==> config.mk <==
export PLATFORM = sky130hd
export DESIGN_NAME = gpio_mhw_port
export DESIGN_NICKNAME = d
export VERILOG_FILES = /design/src/rtl/gpio_mhw_pkg.sv /design/src/rtl/gpio_mhw_sync.sv /design/src/rtl/gpio_mhw_merge.sv /design/src/rtl/gpio_mhw_rdmux.sv /design/src/rtl/gpio_mhw_port.sv
export SDC_FILE = /design/constraint.sdc
export NUM_CORES = 1
export LEC_CHECK = 0
export ABC_AREA = 1
export BUFFER_PORTS_ARGS = -buffer_cell sky130_fd_sc_hd__clkbuf_2
export CORE_AREA = 2 2 112 169
export DETAILED_ROUTE_END_ITERATION = 16
export DIE_AREA = 0 0 114 171
export PLACE_DENSITY = 0.63
export SETUP_SLACK_MARGIN = 0.3
export SYNTH_ARGS = -nofsm -noshare
export SYNTH_HDL_FRONTEND = slang
export SYNTH_SLANG_ARGS = --single-unit
export TNS_END_PERCENT = 5
==> constraint.sdc <==
create_clock -name clk -period 2.59 [get_ports clk]
set_input_delay 0.3885 -clock clk [delete_from_list [all_inputs] [get_ports clk]]
set_output_delay 0.3885 -clock clk [all_outputs]
set_load 0.02 [all_outputs]
==> src/rtl/gpio_mhw_pkg.sv <==
package gpio_mhw_pkg;
  localparam int BUS_W  = 32;
  localparam int HALF_W = 16;

  typedef enum logic [1:0] {
    SEL_ALIAS = 2'd0,
    SEL_FULL  = 2'd1,
    SEL_LOW   = 2'd2,
    SEL_HIGH  = 2'd3
  } reg_sel_e;
endpackage

==> src/rtl/gpio_mhw_sync.sv <==
module gpio_mhw_sync #(
  parameter int W = 26
) (
  input  logic         clk,
  input  logic         rst,
  input  logic [W-1:0] async_in,
  output logic [W-1:0] sync_out
);
  logic [W-1:0] stage1;

  always_ff @(posedge clk) begin
    if (rst) begin
      stage1   <= '0;
      sync_out <= '0;
    end else begin
      stage1   <= async_in;
      sync_out <= stage1;
    end
  end
endmodule

==> src/rtl/gpio_mhw_merge.sv <==
module gpio_mhw_merge
  import gpio_mhw_pkg::*;
#(
  parameter int PINS = 26
) (
  input  logic             wr_en,
  input  reg_sel_e         sel,
  input  logic [BUS_W-1:0] wdata,
  input  logic [PINS-1:0]  cur,
  output logic [PINS-1:0]  wr_val
);
  logic hit_full, hit_low, hit_high;
  assign hit_full = wr_en && (sel == SEL_FULL);
  assign hit_low  = wr_en && (sel == SEL_LOW);
  assign hit_high = wr_en && (sel == SEL_HIGH);

  for (genvar i = 0; i < PINS; i++) begin : g_bit
    if (i < HALF_W) begin : g_lo
      assign wr_val[i] = hit_full ? wdata[i] :
                         (hit_low && !wdata[HALF_W+i]) ? wdata[i] : cur[i];
    end else begin : g_hi
      localparam int J = i - HALF_W;
      assign wr_val[i] = hit_full ? wdata[i] :
                         (hit_high && !wdata[HALF_W+J]) ? wdata[J] : cur[i];
    end
  end
endmodule

==> src/rtl/gpio_mhw_rdmux.sv <==
module gpio_mhw_rdmux
  import gpio_mhw_pkg::*;
#(
  parameter int PINS = 26
) (
  input  logic             clk,
  input  logic             rst,
  input  logic             rd_en,
  input  reg_sel_e         sel,
  input  logic [PINS-1:0]  data,
  output logic [BUS_W-1:0] rdata
);
  always_ff @(posedge clk) begin
    if (rst) begin
      rdata <= '0;
    end else begin
      rdata <= '0;
      if (rd_en && (sel == SEL_ALIAS || sel == SEL_FULL))
        rdata[PINS-1:0] <= data;
    end
  end
endmodule

==> src/rtl/gpio_mhw_port.sv <==
module gpio_mhw_port
  import gpio_mhw_pkg::*;
#(
  parameter int PINS = 26
) (
  input  logic             clk,
  input  logic             rst,
  input  logic             bus_wr,
  input  logic             bus_rd,
  input  logic [1:0]       bus_word,
  input  logic [BUS_W-1:0] bus_wdata,
  output logic [BUS_W-1:0] bus_rdata,
  input  logic [PINS-1:0]  pin_dir,
  input  logic [PINS-1:0]  pin_oe,
  input  logic [PINS-1:0]  pin_in,
  output logic [PINS-1:0]  pin_out,
  output logic             chg_valid,
  output logic [PINS-1:0]  chg_old,
  output logic [PINS-1:0]  chg_new
);
  reg_sel_e        sel;
  logic [PINS-1:0] data_q, data_d, wr_val, in_sync;

  assign sel = reg_sel_e'(bus_word);

  gpio_mhw_sync #(.W(PINS)) u_sync (
    .clk      (clk),
    .rst      (rst),
    .async_in (pin_in),
    .sync_out (in_sync)
  );

  gpio_mhw_merge #(.PINS(PINS)) u_merge (
    .wr_en  (bus_wr),
    .sel    (sel),
    .wdata  (bus_wdata),
    .cur    (data_q),
    .wr_val (wr_val)
  );

  gpio_mhw_rdmux #(.PINS(PINS)) u_rdmux (
    .clk   (clk),
    .rst   (rst),
    .rd_en (bus_rd),
    .sel   (sel),
    .data  (data_q),
    .rdata (bus_rdata)
  );

  // Output-direction pins take bus data; input-direction pins take the synchronized level.
  assign data_d = (pin_dir & wr_val) | (~pin_dir & in_sync);

  always_ff @(posedge clk) begin
    if (rst) begin
      data_q    <= '0;
      pin_out   <= '0;
      chg_valid <= 1'b0;
      chg_old   <= '0;
      chg_new   <= '0;
    end else begin
      data_q    <= data_d;
      pin_out   <= data_d & pin_dir & pin_oe;
      chg_valid <= (data_d != data_q);
      if (data_d != data_q) begin
        chg_old <= data_q;
        chg_new <= data_d;
      end
    end
  end
endmodule

# Yosys cells after proc, flatten, opt, wreduce, memory -nomap -nowiden
# Index checks and enable logic that the tools add are counted.
# op_classes
n_div,0
reduce_logical,49
order_cmp,0
eq_ne,4
bitwise_logic,7
mul,0
shifts,0
addsub,0
n_mux,52
# op_table
operator,n
bitwise AND 26 bit,4
2-to-1 mux 1 bit,52
logical AND 1 bit,30
!= test 26 bit,1
inverter 26 bit,1
OR 26 bit,1
logical NOT 1 bit,16
"equality test 2 bit, second input constant",2
"equality test 2 x 1 -> 1 bit, second input constant",1
logical NOT 2 bit,1
OR reduction 2 bit,1
logical OR 1 bit,1
inverter 1 bit,1
# totals
latch_bits,0
out_inout_bits,111
word_cells,121
regBits,189
n_memories,0
inputBits,116
ramBits,0
romBits,0

# Longest topological paths before layout
# depth
word_depth,9
ltp_mapped,19
depth_no_buf,18

# Modules after synthesis
# A second synthesis with hierarchy kept.
# hier_totals
cells_unflattened,1200
area_unflattened_um2,8039.0
# by_module_without_submodules
mod,seq_area_each_um2,area_per_inst_um2,n_inst,cells_per_inst
gpio_mhw_port,2102.0,4714.5,1,719
gpio_mhw_sync,1041.0,1498.9,1,162
gpio_mhw_merge,0.0,963.4,1,229
gpio_mhw_rdmux,520.5,862.1,1,90

# Worst setup path before layout
# No wires, ideal clock.
# synth_timing
path_type,input port to flip-flop
from,input bus_word[1]
to,register chg_new[14]
setup_ps,113
path_buffers,2
path_stages,15
setup_slack_ps,516
arrival_time_ps,1960
t_required_ps,2477
cell_sequence,inv_2 > nand3_2 > buf_1 > nand3_1 > nand3_1 > nand2_1 > nand2_1 > nand2_1 > a21oi_1 > nand3_1 > nor2_2 > nand2_2 > clkbuf_1 > nor2_1 > nor2_1
# synth_via
elab_chain_cells,8
elab_cells_between_ends,87
classes_between,eq/ne: 4; mux: 52; bitwise: 2; reduce/logical: 29
# synth_lines
element,line_no,source
"start, declared",gpio_mhw_port.sv:10,"input logic [1:0] bus_word,"
equality test 2 bit (on tied branches),"gpio_mhw_merge.sv:14, gpio_mhw_merge.sv:15",
logical AND 1 bit (on tied branches),"gpio_mhw_merge.sv:14, gpio_mhw_merge.sv:15",
logical AND 1 bit (on tied branches),"gpio_mhw_merge.sv:20, gpio_mhw_merge.sv:24",
2-to-1 mux 1 bit (on tied branches),"gpio_mhw_merge.sv:20, gpio_mhw_merge.sv:24",
2-to-1 mux 1 bit (on tied branches),"gpio_mhw_merge.sv:19, gpio_mhw_merge.sv:23",
bitwise AND 26 bit (*),gpio_mhw_port.sv:51,assign data_d = (pin_dir & wr_val) | (~pin_dir & in_sync);
OR 26 bit (*),gpio_mhw_port.sv:51,
!= test 26 bit,gpio_mhw_port.sv:64,if (data_d != data_q) begin
"end signal, assigned",gpio_mhw_port.sv:66,chg_new <= data_d;
"end, declared",gpio_mhw_port.sv:19,output logic [PINS-1:0] chg_new
# Mark *: on every way between the ends. The rest lies on a longest branch, timed or not.
# A chain may end at the register's enable or synchronous reset.

# Worst setup path in the final report
# layout_timing
from,input bus_word[1]
to,register chg_old[0]
# layout_via
elab_chain_cells,8
elab_cells_between_ends,87
classes_between,eq/ne: 4; mux: 52; bitwise: 2; reduce/logical: 29
# layout_lines
element,line_no,source
equality test 2 bit (on tied branches),"gpio_mhw_merge.sv:14, gpio_mhw_merge.sv:15",
logical AND 1 bit (on tied branches),"gpio_mhw_merge.sv:14, gpio_mhw_merge.sv:15",
logical AND 1 bit (on tied branches),"gpio_mhw_merge.sv:20, gpio_mhw_merge.sv:24",
2-to-1 mux 1 bit (on tied branches),"gpio_mhw_merge.sv:20, gpio_mhw_merge.sv:24",
2-to-1 mux 1 bit (on tied branches),"gpio_mhw_merge.sv:19, gpio_mhw_merge.sv:23",
bitwise AND 26 bit (*),gpio_mhw_port.sv:51,
OR 26 bit (*),gpio_mhw_port.sv:51,
!= test 26 bit (*),gpio_mhw_port.sv:64,
"end signal, assigned",gpio_mhw_port.sv:65,chg_old <= data_q;
"end, declared",gpio_mhw_port.sv:18,"output logic [PINS-1:0] chg_old,"
# Marks and branches as above.

==> flow_summary.yaml <==
run_status:
  outcome: "finished clean"
layout:
  nNetsFinal: 1343
  final_common_cell: "nand2_1"
  mostFrequentLayoutCells: "nand2_1, nor2_1, clkbuf_2"
  syn_to_final_growth_pct: 31.6
  drive_gt1_frac: 0.268
  fill_cells: 1806
clock_tree:
  worstSkewPairLatency_ns: 0.43
  cts_made_buffers: 17
  cts.clk_slew.worst_paths_ns: 0.08
  cts_hold_buffers: 0
  clock_path_buffers: 2
  cts.sinks: 183
  root_buffer: "clkbuf_16"
  h-tree-depth: 4
  cts_tree: "done"
logic_synthesis:
  syn_area_mm2: 0.00713
  synth_seq_area_share: 0.514
  ys_ff_latch: 183
  ys.flop_type: "dfxtp_1"
  syn_inst: 982
  async_flop_share: 0
  yosys.area.top_type: "dfxtp_1"
  ys_warn_count: 0
  synth-edff-count: 0
  synth_top_area_frac: 0.514
  syn_avg_cell_area_um2: 7.26
  synthTopCellsByArea: "dfxtp_1, nand2_1, nor2_1, inv_1, nand3_1"
  yosysUniqueCellTypes: 23
floorplanning:
  ios: 227
  dieArea_mm2: 0.0195
  die_x_um: 114
  coreArea_mm2: 0.0182
  die_y_um: 171
  initial_utilization: 0.392
  rows: 61
timing:
  hold_violations: 0
  fin_crit_ns: 2.17
  setup_violations: 0
  timing.final.crit_share: 0.838
  maxSlewViolCount: 0
  relSlewSlack: 0.415
  rsz0062_at_grt: "false"
  max_freq_mhz: 461
  holdWs_ns: 0.139
  fin_skew_ns: 0.00920
  worstMarginPinSlew_ns: 0.878
min_path:
  min_from: "pin_in[12]"
  min_delay_worst_endpoint: "u_sync.stage1[12]$_SDFF_PP0_"
  hold_depth: 3
  hp-class: "input port to register"
drt:
  route.detailed.drc: 0
  routedWlPerCell_um: 15.2
  drt_wl_total_um: 22200
  vias: 6796
  viasPerCell: 4.65
  drt.antenna.violating_nets: 0
  drt_iter0_drc: 388
  first_pass_iters: 5
critical_path:
  r2r.worst_path.cells: 16
  crit_path_start_kind: "input port"
  rr_endpoint: "chg_old[0]$_SDFFE_PP0P_"
  rrSetupSlack_ns: 0.51
  critPathArrivalTime_ns: 2.54
  crit_required_ns: 2.96
  worst-setup-path-type: "input port to register"
  worst_setup_path_end_kind: "register"
  cp_max_fo: 8
  worstReg2RegStart: "data_q[18]$_SDFF_PP0_"
global_route:
  grt_first_pass_wirelength_um: 33200
  grt_usage: 0.225
  overflow: 0
  antenna_found_initial: 2
  grt_max_degree: 80
  grt_pass1_vias: 6279
pwr:
  ir_worst_vdd_mv: 0.419
  design_power_total_mw: 6.29
  power_density_mw_per_mm2: 671
  p_leak_nw: 5.08
run:
  maxCapViolCount: 0
placed_design:
  place.gp.congestion: 0.894
  numPortBuffers: 220
  dp_hpwl_um: 16900
[where the power goes]
part	leakage, nW	total (mW)	switching (mW)	internal, mW
logic	3.31	0.785	0.487	0.297
clock network	0.267	2.50	1.23	1.28
registers	1.50	3.00	0.0635	2.94
total	5.08	6.29	1.78	4.51
[cells by family (layout without fill, tap and decap cells)]
logic type             after synthesis  in the layout  share of synthesized area
AO/OA/AOI/OAI                       20             20                     0.0140
other                                1              8                   0.000526
flip-flops                         183            183                      0.514
AND/OR/NAND/NOR                    618            618                      0.381
buffers and inverters              160            413                     0.0906
[per-stage QoR]
step           cell area (µm²)  setup TNS (ns)  worst slack [ns]   util  instances
3_3_place_gp              8680               0            0.0544  0.478       1421
2_1_floorplan             7150               0             0.516      -        987
3_5_place_dp              8680         -0.0173           -0.0108  0.478       1421
6_report                  9380               0             0.420  0.516       1462
5_1_grt                   9380               0             0.284  0.516       1460
4_1_cts                   9250               0             0.431  0.509       1453
[final cells by class]
cell class,count,area (µm²),area share
flip-flops and latches,183,3660,0.391
multi-input cells,644,2880,0.307
repair buffers,262,1550,0.165
inverters,119,447,0.0476
clock buffers,18,429,0.0458
well taps,220,275,0.0293
clock inverters,14,134,0.0143
diodes,2,5.00,0.000534
[sequential cells by signal, summed over array words and instances (netlist names)]
register,count
chg_new,26
chg_old,26
data_q,26
pin_out,26
u_rdmux.rdata,26
u_sync.stage1,26
u_sync.sync_out,26
chg_valid,1
[worst max-delay path: stages]
cell and delay [ns]:
clkbuf_2 0.13, inv_2 0.06, buf_4 0.15, nor2_4 0.21
buf_6 0.14, nand3b_1 0.08, nand3_1 0.11, nand2_1 0.07
nand3_1 0.07, nand2_1 0.12, nor2_1 0.14, nand3_2 0.13
inv_1 0.07, nand2_1 0.08, nor2_4 0.13, buf_12 0.14
clkbuf_16 0.15, nor2_1 0.05, nor2_1 0.09
[timing repair]
| action | CTS | global route |
|---|---|---|
| setup buffers | 0 | 4 |
| resized for setup | 0 | 10 |
| setup endpoints to repair | 0 | 53 |
[Yosys cell counts (2+ instances only)]
cell type	n
nand2_1	225
nor2_1	221
dfxtp_1	183
inv_1	115
nand3_1	76
nand3b_1	37
and3_1	26
or2_2	26
buf_2	15
o21ai_0	14
clkbuf_1	11
buf_1	8
buf_4	7
o21ai_1	4
inv_2	3
a21oi_1	2
nand4_1	2
nor2_4	2
[routing by layer]
metal / track usage / vias up / share of wire
met1: 0.261 / 3023 / 0.40
li1: - / 3487 / -
met3: 0.0457 / 46 / 0.061
met2: 0.393 / 240 / 0.50
met5: 0 / - / 0
met4: 0.106 / 0 / 0.044
[worst max path at each step]
stage	start	to	cells after the start
after CTS	bus_word[0]	chg_new[2]$_SDFFE_PP0P_	17
after global routing	bus_word[1]	chg_new[11]$_SDFFE_PP0P_	19
after global placement	bus_word[0]	chg_new[2]$_SDFFE_PP0P_	17
final	bus_word[1]	chg_old[0]$_SDFFE_PP0P_	19
after detailed placement	bus_word[0]	chg_new[2]$_SDFFE_PP0P_	17
after floorplan	bus_word[1]	chg_new[14]$_SDFFE_PP0P_	15
Note: power is estimated with default switching activity, not from simulation.
